==> config.mk <==
export PLATFORM = sky130hd
export DESIGN_NAME = rs_array
export DESIGN_NICKNAME = d
export VERILOG_FILES = /design/src/rtl/rs_pkg.sv /design/src/rtl/rs_alloc.sv /design/src/rtl/rs_entry.sv /design/src/rtl/rs_pick.sv /design/src/rtl/rs_array.sv
export SDC_FILE = /design/constraint.sdc
export NUM_CORES = 1
export LEC_CHECK = 0
export BUFFER_PORTS_ARGS = -buffer_cell sky130_fd_sc_hd__buf_2
export CAP_MARGIN = 25
export CORE_UTILIZATION = 55
export DETAILED_ROUTE_END_ITERATION = 7
export PLACE_DENSITY = 0.8
export SLEW_MARGIN = 30
export SYNTH_ARGS = -nofsm -noshare
export SYNTH_HDL_FRONTEND = slang
export SYNTH_SLANG_ARGS = --single-unit
==> constraint.sdc <==
create_clock -name clk -period 3.8 [get_ports clk]
set_clock_uncertainty 0.1 [all_clocks]
set_input_delay 0.57 -clock clk [delete_from_list [all_inputs] [get_ports clk]]
set_output_delay 0.57 -clock clk [all_outputs]
set_load 0.02 [all_outputs]
==> src/rtl/rs_pkg.sv <==
package rs_pkg;

  // Nonzero source tag matching a valid broadcast.
  function automatic logic tag_hit(input logic bv, input logic [31:0] q, input logic [31:0] t);
    return bv && (q != 32'd0) && (q == t);
  endfunction

  // Position of the single set bit of a one-hot vector (0 when empty).
  function automatic int unsigned onehot_pos(input logic [31:0] v);
    int unsigned p;
    p = 0;
    for (int i = 0; i < 32; i++) begin
      if (v[i]) p = i;
    end
    return p;
  endfunction

endpackage

==> src/rtl/rs_alloc.sv <==
module rs_alloc #(
  parameter int N = 4
) (
  input  logic [N-1:0] busy_vec,
  output logic         any_free,
  output logic [N-1:0] pick_vec
);
  logic [N-1:0] free_vec;

  always_comb begin
    free_vec = ~busy_vec;
    any_free = |free_vec;
    pick_vec = free_vec & (~free_vec + N'(1));
  end
endmodule

==> src/rtl/rs_entry.sv <==
module rs_entry
  import rs_pkg::*;
#(
  parameter int OP_W   = 4,
  parameter int TAG_W  = 4,
  parameter int DATA_W = 16,
  parameter logic [TAG_W-1:0] MY_TAG = '0
) (
  input  logic              clk,
  input  logic              rst_n,
  input  logic              alloc,
  input  logic              fire,
  input  logic [OP_W-1:0]   iss_op,
  input  logic [TAG_W-1:0]  iss_a_tag,
  input  logic [DATA_W-1:0] iss_a_val,
  input  logic [TAG_W-1:0]  iss_b_tag,
  input  logic [DATA_W-1:0] iss_b_val,
  input  logic              bus_valid,
  input  logic [TAG_W-1:0]  bus_tag,
  input  logic [DATA_W-1:0] bus_val,
  output logic              busy,
  output logic              fired,
  output logic              ready,
  output logic              retire,
  output logic [OP_W-1:0]   op,
  output logic [DATA_W-1:0] va,
  output logic [DATA_W-1:0] vb
);
  logic [TAG_W-1:0] qa, qb;
  logic hit_a, hit_b, hit_ia, hit_ib;

  always_comb begin
    hit_a  = tag_hit(bus_valid, 32'(qa), 32'(bus_tag));
    hit_b  = tag_hit(bus_valid, 32'(qb), 32'(bus_tag));
    hit_ia = tag_hit(bus_valid, 32'(iss_a_tag), 32'(bus_tag));
    hit_ib = tag_hit(bus_valid, 32'(iss_b_tag), 32'(bus_tag));
    ready  = busy && !fired && (qa == '0) && (qb == '0);
    retire = busy && fired && bus_valid && (bus_tag == MY_TAG);
  end

  always_ff @(posedge clk) begin
    if (!rst_n) begin
      busy  <= 1'b0;
      fired <= 1'b0;
      op    <= '0;
      qa    <= '0;
      qb    <= '0;
      va    <= '0;
      vb    <= '0;
    end else if (alloc) begin
      busy  <= 1'b1;
      fired <= 1'b0;
      op    <= iss_op;
      qa    <= hit_ia ? '0 : iss_a_tag;
      va    <= hit_ia ? bus_val : iss_a_val;
      qb    <= hit_ib ? '0 : iss_b_tag;
      vb    <= hit_ib ? bus_val : iss_b_val;
    end else if (busy) begin
      if (fire) fired <= 1'b1;
      if (retire) begin
        busy  <= 1'b0;
        fired <= 1'b0;
      end
      if (hit_a) begin
        qa <= '0;
        va <= bus_val;
      end
      if (hit_b) begin
        qb <= '0;
        vb <= bus_val;
      end
    end
  end
endmodule

==> src/rtl/rs_pick.sv <==
module rs_pick #(
  parameter int N            = 4,
  parameter bit OLDEST_FIRST = 1'b1
) (
  input  logic         clk,
  input  logic         rst_n,
  input  logic [N-1:0] alloc_vec,
  input  logic [N-1:0] ready_vec,
  output logic [N-1:0] grant_vec
);
  generate
    if (OLDEST_FIRST) begin : g_age
      // older[i][j] set: slot i was issued before slot j.
      logic [N-1:0] older [N];

      always_ff @(posedge clk) begin
        if (!rst_n) begin
          for (int i = 0; i < N; i++) older[i] <= '0;
        end else begin
          for (int k = 0; k < N; k++) begin
            if (alloc_vec[k]) begin
              for (int j = 0; j < N; j++) begin
                if (j != k) begin
                  older[k][j] <= 1'b0;
                  older[j][k] <= 1'b1;
                end
              end
            end
          end
        end
      end

      always_comb begin
        for (int i = 0; i < N; i++) begin
          logic blocked;
          blocked = 1'b0;
          for (int j = 0; j < N; j++) begin
            if (j != i && ready_vec[j] && older[j][i]) blocked = 1'b1;
          end
          grant_vec[i] = ready_vec[i] && !blocked;
        end
      end
    end else begin : g_low
      always_comb grant_vec = ready_vec & (~ready_vec + N'(1));
    end
  endgenerate
endmodule

==> src/rtl/rs_array.sv <==
module rs_array
  import rs_pkg::*;
#(
  parameter int NUM_ENT      = 4,
  parameter int OP_W         = 4,
  parameter int TAG_W        = 4,
  parameter int DATA_W       = 16,
  parameter int TAG_BASE     = 1,
  parameter bit OLDEST_FIRST = 1'b1
) (
  input  logic              clk,
  input  logic              rst_n,
  input  logic              iss_valid,
  input  logic [OP_W-1:0]   iss_op,
  input  logic [TAG_W-1:0]  iss_a_tag,
  input  logic [DATA_W-1:0] iss_a_val,
  input  logic [TAG_W-1:0]  iss_b_tag,
  input  logic [DATA_W-1:0] iss_b_val,
  output logic              iss_free,
  output logic [TAG_W-1:0]  iss_tag,
  input  logic              bus_valid,
  input  logic [TAG_W-1:0]  bus_tag,
  input  logic [DATA_W-1:0] bus_val,
  output logic              dsp_valid,
  input  logic              dsp_ready,
  output logic [OP_W-1:0]   dsp_op,
  output logic [DATA_W-1:0] dsp_a,
  output logic [DATA_W-1:0] dsp_b,
  output logic [TAG_W-1:0]  dsp_tag
);
  localparam int IDX_W = (NUM_ENT > 1) ? $clog2(NUM_ENT) : 1;

  logic [NUM_ENT-1:0] busy_vec, fired_vec, ready_vec, retire_vec;
  logic [NUM_ENT-1:0] pick_vec, alloc_vec, grant_vec;
  logic [OP_W-1:0]    ent_op [NUM_ENT];
  logic [DATA_W-1:0]  ent_va [NUM_ENT];
  logic [DATA_W-1:0]  ent_vb [NUM_ENT];
  logic               iss_fire, dsp_fire;
  logic [IDX_W-1:0]   alloc_idx, grant_idx;

  rs_alloc #(.N(NUM_ENT)) u_alloc (
    .busy_vec (busy_vec),
    .any_free (iss_free),
    .pick_vec (pick_vec)
  );

  always_comb begin
    iss_fire  = iss_valid && iss_free;
    alloc_vec = iss_fire ? pick_vec : '0;
    alloc_idx = IDX_W'(onehot_pos(32'(pick_vec)));
    iss_tag   = TAG_W'(TAG_BASE) + TAG_W'(alloc_idx);
  end

  generate
    for (genvar g = 0; g < NUM_ENT; g++) begin : g_ent
      localparam logic [TAG_W-1:0] ENT_TAG = TAG_W'(TAG_BASE + g);
      rs_entry #(
        .OP_W(OP_W), .TAG_W(TAG_W), .DATA_W(DATA_W), .MY_TAG(ENT_TAG)
      ) u_ent (
        .clk       (clk),
        .rst_n     (rst_n),
        .alloc     (alloc_vec[g]),
        .fire      (dsp_fire && grant_vec[g]),
        .iss_op    (iss_op),
        .iss_a_tag (iss_a_tag),
        .iss_a_val (iss_a_val),
        .iss_b_tag (iss_b_tag),
        .iss_b_val (iss_b_val),
        .bus_valid (bus_valid),
        .bus_tag   (bus_tag),
        .bus_val   (bus_val),
        .busy      (busy_vec[g]),
        .fired     (fired_vec[g]),
        .ready     (ready_vec[g]),
        .retire    (retire_vec[g]),
        .op        (ent_op[g]),
        .va        (ent_va[g]),
        .vb        (ent_vb[g])
      );
    end
  endgenerate

  rs_pick #(.N(NUM_ENT), .OLDEST_FIRST(OLDEST_FIRST)) u_pick (
    .clk       (clk),
    .rst_n     (rst_n),
    .alloc_vec (alloc_vec),
    .ready_vec (ready_vec),
    .grant_vec (grant_vec)
  );

  always_comb begin
    dsp_valid = |grant_vec;
    dsp_fire  = dsp_valid && dsp_ready;
    grant_idx = IDX_W'(onehot_pos(32'(grant_vec)));
    dsp_op    = ent_op[grant_idx];
    dsp_a     = ent_va[grant_idx];
    dsp_b     = ent_vb[grant_idx];
    dsp_tag   = TAG_W'(TAG_BASE) + TAG_W'(grant_idx);
  end

  logic unused_retire;
  assign unused_retire = ^retire_vec;
endmodule

==> results_dict.tcl <==
set metrics [dict create \
    synthAdderAreaFrac_pct 0 \
    place.gp.congestion 0.849 \
    p_leak_uw 0.00586 \
    yosysTopAreaCellShare_pct 34.3 \
    period_needed_ns 3.74 \
    synth-seq-cells 196 \
    synth-edff-count 9 \
    end_kind "output port" \
    layout.cells.non_filler 1651 \
    routed_wl_mm 32.2 \
    die_area_sq_um 20400 \
    grt_max_degree 74 \
    status "finished clean" \
    whs_ns 0.302 \
    synthMuxAreaShare_pct 14.5 \
    grt_pass1_wl_mm 50.2 \
    synth_top_family_by_area "simple AND/OR/NAND/NOR gates" \
    clockBufferDepth 2 \
    crit_slowest_cell "or4b_1" \
    fill_cells 1635 \
    design_area_sq_um 12300 \
    tns_ns 0 \
    ir_drop_mv 0.330 \
    dr.pass1.iters 5 \
    clock.fmax_ghz 0.268 \
    synthCells 1335 \
    worstSetupPathType "reg2out" \
    yosys_warnings 0 \
    wl_per_cell_microns 19.5 \
    placed_cells 1610 \
    coreArea_sq_um 19500 \
    viasPerCell 6.21 \
    async_reset_ff_share_pct 0 \
    grt_pass1_vias 9273 \
    drv_cap 0 \
    rows 51 \
    final_core_util_pct 63.0 \
    yosys.area.top_type "dfxtp_1" \
    netlist_area_sq_um 10900 \
    worst_slew_pin_slew_ns 0.906 \
    path_clk_slew_ns 0.07 \
    cts_inserted_buffers 17 \
    htree_num_levels 4 \
    ys_types 59 \
    nNetsFinal 1442 \
    synth.area.top_cells "dfxtp_1, mux2i_1, nand2_1" \
    die_h_microns 143 \
    clk_latency_ns 0.44 \
    antenna_found_initial 2 \
    syn2layout_area_growth_pct 12.3 \
    critPathRequiredTime_ns 3.13 \
    cts_root_buf "clkbuf_16" \
    dpl_cell_area_sq_um 11600 \
    antenna_cells 0 \
    seq_area_frac_synth_pct 36.8 \
    drtAntennaViolNets 0 \
    worstPathCellList "or4b_1, nor3_4, o21a_1, buf_4, buf_4, and3_1, a211oi_1, o31ai_1, buf_2" \
    io_buffer_count 112 \
    drive_above_1_share_pct 20.4 \
    cts_tree "done" \
    grt-ovfl-total 0 \
    drc_errors 0 \
    cpPeakStageDelay_ns 0.56 \
    cts_hold_buf 0 \
    num_vias 10200 \
    path_common_cell "buf_4" \
    setup_viol 0 \
    crit_buf_inv 3 \
    hold_path.class "in2reg" \
    drt_iter0_drc 1114 \
    synth_compound_area_share_pct 17.6 \
    synth_ff_type "dfxtp_1" \
    crit_family "simple AND/OR/NAND/NOR gates" \
    cts.sinks 196 \
    start_kind "flip-flop" \
    synth_xor_xnor_area_share_pct 2.65 \
    syn_area_per_cell_sq_um 8.18 \
    relSlewSlack_pct 38.8 \
    die_x_microns 143 \
    hold_viol 0 \
    io_pins 115 \
    grt.total_usage_pct 31.9 \
    min_period_over_period_pct 98.3 \
    crit_fanout 15 \
    dp_hpwl_mm 20.3 \
    slew_violations 0 \
    initial_utilization_pct 56.1 \
    cp_data_arrival_time_ns 3.07 \
    synth-simple-area-share_pct 22.2 \
    powerDensity_nw_per_um2 384 \
]
==> worst min-delay path, stage by stage <==
cell     delay, ns
buf_2         0.10
a22oi_1       0.08
nand2_1       0.06
==> metrics by stage <==
stage | setup WS [ns] | total power [uW]
after global routing | -0.0142 | 4850
after CTS | 0.0181 | 4690
after detailed placement | 0.343 | 2910
after global placement | 0.327 | 2900
final | 0.0647 | 4710
after floorplan | 0.825 | 2690
==> worst paths after layout <==
path / start / end / slack (ns) / cells after the start
worst min register to register: u_pick.g_age.older[2][0]$_SDFFE_PP0P_ / u_pick.g_age.older[2][0]$_SDFFE_PP0P_ / 0.35 / 2
worst max register to register: g_ent[3].u_ent.busy$_SDFF_PN0_ / g_ent[3].u_ent.va[9]$_SDFFE_PN0P_ / 1.30 / 5
worst max-delay path: g_ent[1].u_ent.fired$_SDFFE_PP0P_ / dsp_b[15] / 0.06 / 9
worst min-delay path: iss_a_val[5] / g_ent[0].u_ent.va[5]$_SDFFE_PN0P_ / 0.30 / 3
==> synthesized netlist by cell type, types with 6 or more instances <==
cell type,number
a21oi_1,75
nor3_1,11
buf_1,6
a21boi_0,39
xor2_1,23
a211oi_1,35
nand3_1,45
mux2i_1,91
or4_1,6
nor2_1,50
inv_1,7
dfxtp_1,187
clkbuf_1,82
buf_2,34
edfxtp_1,9
o31ai_1,34
and3_1,81
buf_4,14
and2_1,30
o21ai_0,87
nand2_1,235
xnor2_1,10
mux2_2,60
==> placed cells by master (no fill, tap or decap), types with 35 or more instances in the layout <==
cell type	netlist	layout
nand2_1	235	235
dfxtp_1	187	187
buf_2	34	111
mux2i_1	91	91
o21ai_0	87	87
and3_1	81	81
a21oi_1	75	72
mux2_2	60	60
nor2_1	50	49
nand3_1	45	45
buf_4	14	40
a21boi_0	39	39
a211oi_1	35	35
==> cell type report <==
class,instances,area (sq um),share of cell area [%]
clock buffers,22,495,4.04
clock inverters,10,91.3,0.745
inverters,7,26.3,0.214
multi-input cells,995,6370,52.0
flip-flops and latches,196,4010,32.7
well taps,265,332,2.70
repair buffers,156,930,7.58
==> flip-flops by register name, summed over array words and instances, names as in the netlist <==
register	flops
g_ent.u_ent.busy	4
g_ent.u_ent.fired	4
g_ent.u_ent.op	16
g_ent.u_ent.qa	16
g_ent.u_ent.qb	16
g_ent.u_ent.va	64
g_ent.u_ent.vb	64
u_pick.g_age.older	12
==> cell families (layout without fill, tap and decap cells) <==
| kind of cell | count (synthesis) | after routing |
|---|---|---|
| multiplexers | 151 | 151 |
| buffers and inverters | 147 | 195 |
| AND/OR/NAND/NOR | 501 | 502 |
| AO/OA/AOI/OAI | 306 | 307 |
| flip-flops | 196 | 196 |
| other | 1 | 2 |
| XOR/XNOR | 33 | 33 |
==> what timing repair did <==
action,CTS,global route
gates cloned,1,1
setup buffers,5,2
gates resized for setup,2,6
pin swaps,2,5
endpoints found under the setup margin,26,25
==> power breakdown <==
group          internal [uW]  switching (uW)
Combinational            255             445
Clock                   1000             814
Sequential              2150            44.2
Total                   3410            1300
==> metal layers <==
| metal | GRT usage (%) | vias up | share of wire, % |
|---|---|---|---|
| li1 | - | 4766 | - |
| met4 | 12.2 | 2 | 2.6 |
| met5 | 0 | - | 0.040 |
| met1 | 42.6 | 4864 | 42 |
| met2 | 52.0 | 546 | 46 |
| met3 | 4.76 | 68 | 8.8 |
No activity file was read; power rests on OpenSTA's default activity.
